$ cat src/rtl/tkp_pkg.sv
// Shared definitions for the two-wire command-byte register port.
// Assumes a 5-bit register index carried in command bits 5..1.
package tkp_pkg;

    localparam int TK_IDX_W = 5;

    typedef enum logic [2:0] {
        TK_IDLE = 3'd0,
        TK_ADDR = 3'd1,
        TK_CMD  = 3'd2,
        TK_WR   = 3'd3,
        TK_RD   = 3'd4
    } tk_state_e;

endpackage

$ cat src/rtl/tkp_sync_bit.sv
// Synchronizes one asynchronous line level into the clk domain and
// keeps a one-cycle-delayed copy for edge detection.
// Assumes the line idles high, so every stage resets to 1.
module tkp_sync_bit #(
    parameter int STAGES = 2
) (
    input  logic clk,
    input  logic rst_n,
    input  logic d,
    output logic q,
    output logic q_d
);

    logic [STAGES-1:0] chain;

    // Shift the raw level through the synchronizer chain.
    always_ff @(posedge clk) begin
        if (!rst_n) chain <= '1;
        else        chain <= {chain[STAGES-2:0], d};
    end

    // Hold the previous synchronized level for edge detection.
    always_ff @(posedge clk) begin
        if (!rst_n) q_d <= 1'b1;
        else        q_d <= chain[STAGES-1];
    end

    assign q = chain[STAGES-1];

endmodule

$ cat src/rtl/tkp_line_sync.sv
// Brings SCL and SDA into the clk domain and derives SCL edges and
// bus START/STOP conditions from the synchronized levels.
// Assumes clk runs at least ~10x faster than SCL.
module tkp_line_sync #(
    parameter int STAGES = 2
) (
    input  logic clk,
    input  logic rst_n,
    input  logic scl_i,
    input  logic sda_i,
    output logic scl_s,
    output logic sda_s,
    output logic scl_rise,
    output logic scl_fall,
    output logic bus_start,
    output logic bus_stop
);

    localparam int LINES = 2;

    logic [LINES-1:0] raw;
    logic [LINES-1:0] lvl;
    logic [LINES-1:0] lvl_d;

    assign raw = {scl_i, sda_i};

    for (genvar g = 0; g < LINES; g++) begin : g_line
        tkp_sync_bit #(.STAGES(STAGES)) u_sync (
            .clk  (clk),
            .rst_n(rst_n),
            .d    (raw[g]),
            .q    (lvl[g]),
            .q_d  (lvl_d[g])
        );
    end

    logic scl_d, sda_d;
    assign scl_s = lvl[1];
    assign sda_s = lvl[0];
    assign scl_d = lvl_d[1];
    assign sda_d = lvl_d[0];

    // Edge and bus-condition decode from current and previous levels.
    always_comb begin
        scl_rise  = scl_s & ~scl_d;
        scl_fall  = ~scl_s & scl_d;
        bus_start = scl_s & scl_d & sda_d & ~sda_s;
        bus_stop  = scl_s & scl_d & ~sda_d & sda_s;
    end

endmodule

$ cat src/rtl/tkp_ptr.sv
// Holds the selected register space and index, loads them from a
// command byte and steps the index after each access with wrap.
// Assumes CLK_REGS and RAM_REGS lie in 1..32.
module tkp_ptr
    import tkp_pkg::*;
#(
    parameter int CLK_REGS = 16,
    parameter int RAM_REGS = 32
) (
    input  logic                clk,
    input  logic                rst_n,
    input  logic                load,
    input  logic                load_space,
    input  logic [TK_IDX_W-1:0] load_idx,
    input  logic                step,
    output logic                space_o,
    output logic [TK_IDX_W-1:0] idx_o
);

    localparam logic [TK_IDX_W-1:0] CLK_LAST = TK_IDX_W'(CLK_REGS - 1);
    localparam logic [TK_IDX_W-1:0] RAM_LAST = TK_IDX_W'(RAM_REGS - 1);

    logic [TK_IDX_W-1:0] last;
    assign last = space_o ? RAM_LAST : CLK_LAST;

    // Load from the command byte or advance with wrap after an access.
    always_ff @(posedge clk) begin
        if (!rst_n) begin
            space_o <= 1'b0;
            idx_o   <= '0;
        end else if (load) begin
            space_o <= load_space;
            idx_o   <= load_idx;
        end else if (step) begin
            idx_o <= (idx_o >= last) ? '0 : idx_o + 1'b1;
        end
    end

endmodule

$ cat src/rtl/tkp_regport.sv
// Two-wire bus slave: address match, command-byte decode, burst
// register writes and reads through a single-cycle strobe port.
// Assumes an open-drain pad (sda_oe_o pulls low), a combinational
// read path (reg_rdata_i valid in the reg_rd_o cycle), no stretching.
module tkp_regport
    import tkp_pkg::*;
#(
    parameter logic [6:0] SLAVE_ADDR  = 7'b1101000,
    parameter int         CLK_REGS    = 16,
    parameter int         RAM_REGS    = 32,
    parameter int         SYNC_STAGES = 2
) (
    input  logic                clk,
    input  logic                rst_n,
    input  logic                scl_i,
    input  logic                sda_i,
    output logic                sda_oe_o,
    output logic                reg_wr_o,
    output logic                reg_rd_o,
    output logic                reg_space_o,
    output logic [TK_IDX_W-1:0] reg_idx_o,
    output logic [7:0]          reg_wdata_o,
    input  logic [7:0]          reg_rdata_i
);

    localparam logic [3:0] BYTE_BITS = 4'd8;

    logic scl_s, sda_s, scl_rise, scl_fall, bus_start, bus_stop;

    tkp_line_sync #(.STAGES(SYNC_STAGES)) u_lines (
        .clk      (clk),
        .rst_n    (rst_n),
        .scl_i    (scl_i),
        .sda_i    (sda_i),
        .scl_s    (scl_s),
        .sda_s    (sda_s),
        .scl_rise (scl_rise),
        .scl_fall (scl_fall),
        .bus_start(bus_start),
        .bus_stop (bus_stop)
    );

    tk_state_e  state;
    logic [3:0] bitcnt;
    logic [7:0] shreg;
    logic       in_ack;
    logic       in_mack;
    logic       mack_ok;
    logic       we_en;
    logic       cmd_rd;
    logic       addr_rd;

    logic rx_state, byte_done, ack_end, enter_rd, mack_next, cmd_load;

    // Decode the byte-level events that drive the strobes and pointer.
    always_comb begin
        rx_state  = (state == TK_ADDR) || (state == TK_CMD) || (state == TK_WR);
        byte_done = rx_state && scl_fall && !in_ack && (bitcnt == BYTE_BITS);
        ack_end   = rx_state && scl_fall && in_ack;
        enter_rd  = ack_end && (((state == TK_ADDR) && addr_rd) ||
                                ((state == TK_CMD) && cmd_rd));
        mack_next = (state == TK_RD) && scl_fall && in_mack && mack_ok;
        cmd_load  = byte_done && (state == TK_CMD);
        reg_rd_o  = enter_rd || mack_next;
        reg_wr_o  = byte_done && (state == TK_WR) && we_en;
    end

    assign reg_wdata_o = shreg;

    tkp_ptr #(.CLK_REGS(CLK_REGS), .RAM_REGS(RAM_REGS)) u_ptr (
        .clk       (clk),
        .rst_n     (rst_n),
        .load      (cmd_load),
        .load_space(shreg[6]),
        .load_idx  (shreg[5:1]),
        .step      (reg_rd_o | reg_wr_o),
        .space_o   (reg_space_o),
        .idx_o     (reg_idx_o)
    );

    // Bus protocol sequencer: shifting, acknowledge and transmit.
    always_ff @(posedge clk) begin
        if (!rst_n) begin
            state    <= TK_IDLE;
            bitcnt   <= '0;
            shreg    <= '0;
            in_ack   <= 1'b0;
            in_mack  <= 1'b0;
            mack_ok  <= 1'b0;
            we_en    <= 1'b0;
            cmd_rd   <= 1'b0;
            addr_rd  <= 1'b0;
            sda_oe_o <= 1'b0;
        end else if (bus_start || bus_stop) begin
            state    <= bus_start ? TK_ADDR : TK_IDLE;
            bitcnt   <= '0;
            in_ack   <= 1'b0;
            in_mack  <= 1'b0;
            sda_oe_o <= 1'b0;
        end else if (rx_state) begin
            if (scl_rise && !in_ack) begin
                shreg  <= {shreg[6:0], sda_s};
                bitcnt <= bitcnt + 4'd1;
            end
            if (byte_done) begin
                bitcnt <= '0;
                if (state == TK_ADDR && shreg[7:1] != SLAVE_ADDR) begin
                    state <= TK_IDLE;
                end else begin
                    in_ack   <= 1'b1;
                    sda_oe_o <= 1'b1;
                    if (state == TK_ADDR) addr_rd <= shreg[0];
                    if (state == TK_CMD) begin
                        we_en  <= shreg[7];
                        cmd_rd <= shreg[0];
                    end
                end
            end
            if (ack_end) begin
                in_ack   <= 1'b0;
                sda_oe_o <= 1'b0;
                if (enter_rd) begin
                    state    <= TK_RD;
                    shreg    <= reg_rdata_i;
                    sda_oe_o <= ~reg_rdata_i[7];
                end else if (state == TK_ADDR) begin
                    state <= TK_CMD;
                end else if (state == TK_CMD) begin
                    state <= TK_WR;
                end
            end
        end else if (state == TK_RD) begin
            if (!in_mack) begin
                if (scl_rise) bitcnt <= bitcnt + 4'd1;
                if (scl_fall) begin
                    if (bitcnt == BYTE_BITS) begin
                        in_mack  <= 1'b1;
                        sda_oe_o <= 1'b0;
                        bitcnt   <= '0;
                    end else begin
                        shreg    <= {shreg[6:0], 1'b0};
                        sda_oe_o <= ~shreg[6];
                    end
                end
            end else begin
                if (scl_rise) mack_ok <= ~sda_s;
                if (scl_fall) begin
                    if (mack_ok) begin
                        in_mack  <= 1'b0;
                        shreg    <= reg_rdata_i;
                        sda_oe_o <= ~reg_rdata_i[7];
                    end else begin
                        state <= TK_IDLE;
                    end
                end
            end
        end
    end

endmodule

$ cat config.mk
export PLATFORM = sky130hd
export DESIGN_NAME = tkp_regport
export DESIGN_NICKNAME = d
export VERILOG_FILES = /design/src/rtl/tkp_pkg.sv /design/src/rtl/tkp_sync_bit.sv /design/src/rtl/tkp_line_sync.sv /design/src/rtl/tkp_ptr.sv /design/src/rtl/tkp_regport.sv
export SDC_FILE = /design/constraint.sdc
export NUM_CORES = 1
export LEC_CHECK = 0
export ABC_AREA = 1
export ABC_CLOCK_PERIOD_IN_PS = 4700
export BUFFER_PORTS_ARGS = -buffer_cell sky130_fd_sc_hd__buf_2
export CAP_MARGIN = 20
export CORE_ASPECT_RATIO = 1.2
export CORE_MARGIN = 3
export CORE_UTILIZATION = 27
export CTS_BUF_LIST = sky130_fd_sc_hd__clkbuf_4
export DETAILED_ROUTE_END_ITERATION = 6
export SLEW_MARGIN = 10
export SYNTH_ARGS = -nofsm -noshare
export SYNTH_HDL_FRONTEND = slang
export SYNTH_SLANG_ARGS = --single-unit
export TNS_END_PERCENT = 5
$ cat constraint.sdc
create_clock -name clk -period 4.7 [get_ports clk]
set_clock_uncertainty 0.05 [all_clocks]
set_input_delay 0.47 -clock clk [delete_from_list [all_inputs] [get_ports clk]]
set_output_delay 0.47 -clock clk [all_outputs]
set_load 0.03 [all_outputs]
==> impl_metrics.yaml <==
timing:
  slew_violations: 0
  min_period_over_period: 0.527
  min_period_ps: 2480
  finalHoldViolations: 0
  relSlewSlack: 0.618
  setup_violations: 0
  fin_setup_tns_ps: 0
  rsz0062_at_grt: "false"
  fin_ws_ps: 2220
  worst_slew_pin_slew_ps: 571
  fmax_mhz: 404
place:
  dp_hpwl_um: 4710
  dp_slack_ps: 2570
  gp_congestion: 0.899
  port_buffers: 28
global_routing:
  grt_pass1_vias: 2281
  grt_max_degree: 21
  antenna_found_initial: 0
  grtUsageTotal: 0.130
  overflow: 0
  grt_first_pass_wirelength_um: 10700
clock_network:
  clk_pin_slew_worst_paths_ps: 90
  cts-root-buf: "clkbuf_4"
  hold_buffers: 0
  post_cts_resize_count: 0
  cts_made_buffers: 5
  insertion_delay_ps: 350
  post-cts-setup-buffers: 0
  h-tree-depth: 2
  cts_sinks: 34
  clock_path_buffers: 2
  cts_tree: "yes"
setup_path:
  cp_slowest_stage_delay_ps: 530
  reg2reg_slack_ps: 2780
  worstPathCellList: "o21ai_4 > nor2_4 > nand2_4 > o21ai_2 > buf_2"
  worstPathMaxFanout: 20
  slowest_stage: "o21ai_4"
  reg2reg_to: "u_ptr.idx_o[4]"
  r2r_start: "state[0]"
  cp-start-kind: "flop"
  cp.required_ps: 4180
  cp.arrival_ps: 1960
  critPathBufInv: 1
  critical-path-top-delay-family: "compound AO/OA/AOI/OAI gates"
  r2r_cells: 8
  critPathCaptureType: "primary output"
  path_class: "reg2out"
power:
  vdd_drop_max_v: 0.0000924
  p_per_area_mw_per_mm2: 241
  leakagePower_nw: 1.37
run_status:
  status: "complete, no violations"
drt:
  wl_um: 6210
  drtAntennaViolNets: 0
  drcViolationCount: 0
  vias: 2403
  first_pass_iters: 4
  via_per_inst: 4.57
  wire_per_inst_um: 11.8
  drtIter0Drc: 121
synth:
  synth_nets: 401
  synth.avg_cell_area_um2: 6.23
  synth_flop_cell: "dfxtp_1"
  synth_area_mm2: 0.00240
  syn_inst: 385
  ys_ff_latch: 34
  synthArstFlopShare: 0
  synth.distinct_cells: 34
  synth_warnings: 0
  ys_seq_area_frac: 0.284
  synth_edf_count: 0
worst_hold_path:
  holdPathStages: 2
  whs_endpoint: "u_lines.g_line[1].u_sync.chain[0]"
  hp-start: "scl_i"
  hp-class: "in2reg"
floorplan:
  core_mm2: 0.00861
  fp.dieW_um: 92.0
  top_level_ports: 29
  core.rowCount: 37
  die_y_um: 109
  dieArea_mm2: 0.0101
  initial_utilization: 0.279
final_layout:
  register_area_um2: 681
  area_delta_synth_final_pct: 11.7
  multi_input_area_mm2: 0.00145
  fillers: 962
  drive_gt1_frac: 0.161
  antenna_cells: 0
  nNetsFinal: 424
run:
  cap_violations: 0
[metrics by stage]
stage / hold WS, ps / cell area [um^2] / utilization / instances / power (mW)
after floorplan: 343 / 2400 / - / 385 / 0.411
after detailed placement: 357 / 2600 / 0.302 / 518 / 0.436
after CTS: 261 / 2680 / 0.311 / 526 / 0.656
final: 276 / 2680 / 0.311 / 526 / 0.645
after global routing: 263 / 2680 / 0.311 / 526 / 0.678
after global placement: 353 / 2600 / 0.302 / 518 / 0.436
[final cells by class]
cell class | count | area share
repair buffers | 28 | 0.0523
flip-flops and latches | 34 | 0.254
clock buffers | 5 | 0.0140
inverters | 49 | 0.0686
well taps | 117 | 0.0546
multi-input cells | 290 | 0.542
clock inverters | 3 | 0.0149
[kinds of logic (layout without fill, tap and decap cells)]
kind of cell,Yosys count,count (layout),synth area share
flip-flops,34,34,0.284
AO/OA/AOI/OAI,68,68,0.156
XOR/XNOR,6,6,0.0219
AND/OR/NAND/NOR,212,212,0.406
buffers and inverters,61,85,0.111
adder cells (fa/ha/maj),4,4,0.0209
[routing by layer]
layer	vias up	track usage	routed length, um
met5	-	0	0
met4	0	0.0520	172
met3	15	0.0276	311
met2	56	0.227	2930
met1	1066	0.157	2800
li1	1266	-	-
[worst max-delay path by stage]
| stage | from | endpoint | cells after the start |
|---|---|---|---|
| floorplan | bitcnt[0] | reg_wr_o | 8 |
| global placement | state[0] | reg_rd_o | 5 |
| detailed placement | state[0] | reg_rd_o | 5 |
| CTS | state[0] | reg_rd_o | 5 |
| global route | state[0] | reg_rd_o | 5 |
| finish | state[0] | reg_rd_o | 5 |
[sequential cells by signal (all words and copies together), names as in the netlist, 2 cells and up]
signal and count:
state 3, u_ptr.idx_o 5, reg_wdata_o 8, bitcnt 4, u_lines.g_line.u_sync.chain 4, u_lines.g_line.u_sync.q_d 2
[power by group]
part	leakage (nW)	total, mW	internal [mW]	switching [mW]
Sequential	0.276	0.311	0.297	0.0135
Combinational	1.04	0.119	0.0365	0.0824
Clock	0.0450	0.215	0.110	0.105
[Yosys cell counts, types with 5 or more instances]
library cell	number	share of area
nand3_1	19	0.040
dfxtp_1	34	0.28
xor2_1	5	0.018
nor2_1	31	0.049
a21oi_1	28	0.058
nand4_1	8	0.021
nand2_2	6	0.016
nand2_4	5	0.023
inv_1	45	0.070
nand2_1	126	0.20
o21ai_0	29	0.061
nor2_4	5	0.023
[cell usage in the layout, fill, tap and decap left out, drive strengths merged, types with 2 or more instances in the layout]
cell type	count
a21oi	29
nor3	3
buf	28
nand2	137
nand3	20
ha	4
clkinv	2
or2	4
o21bai	2
dfxtp	34
nand4	8
inv	49
o21ai	33
nor2	38
o211ai	2
clkbuf	5
xor2	5
(Power assumes the default switching activity.)
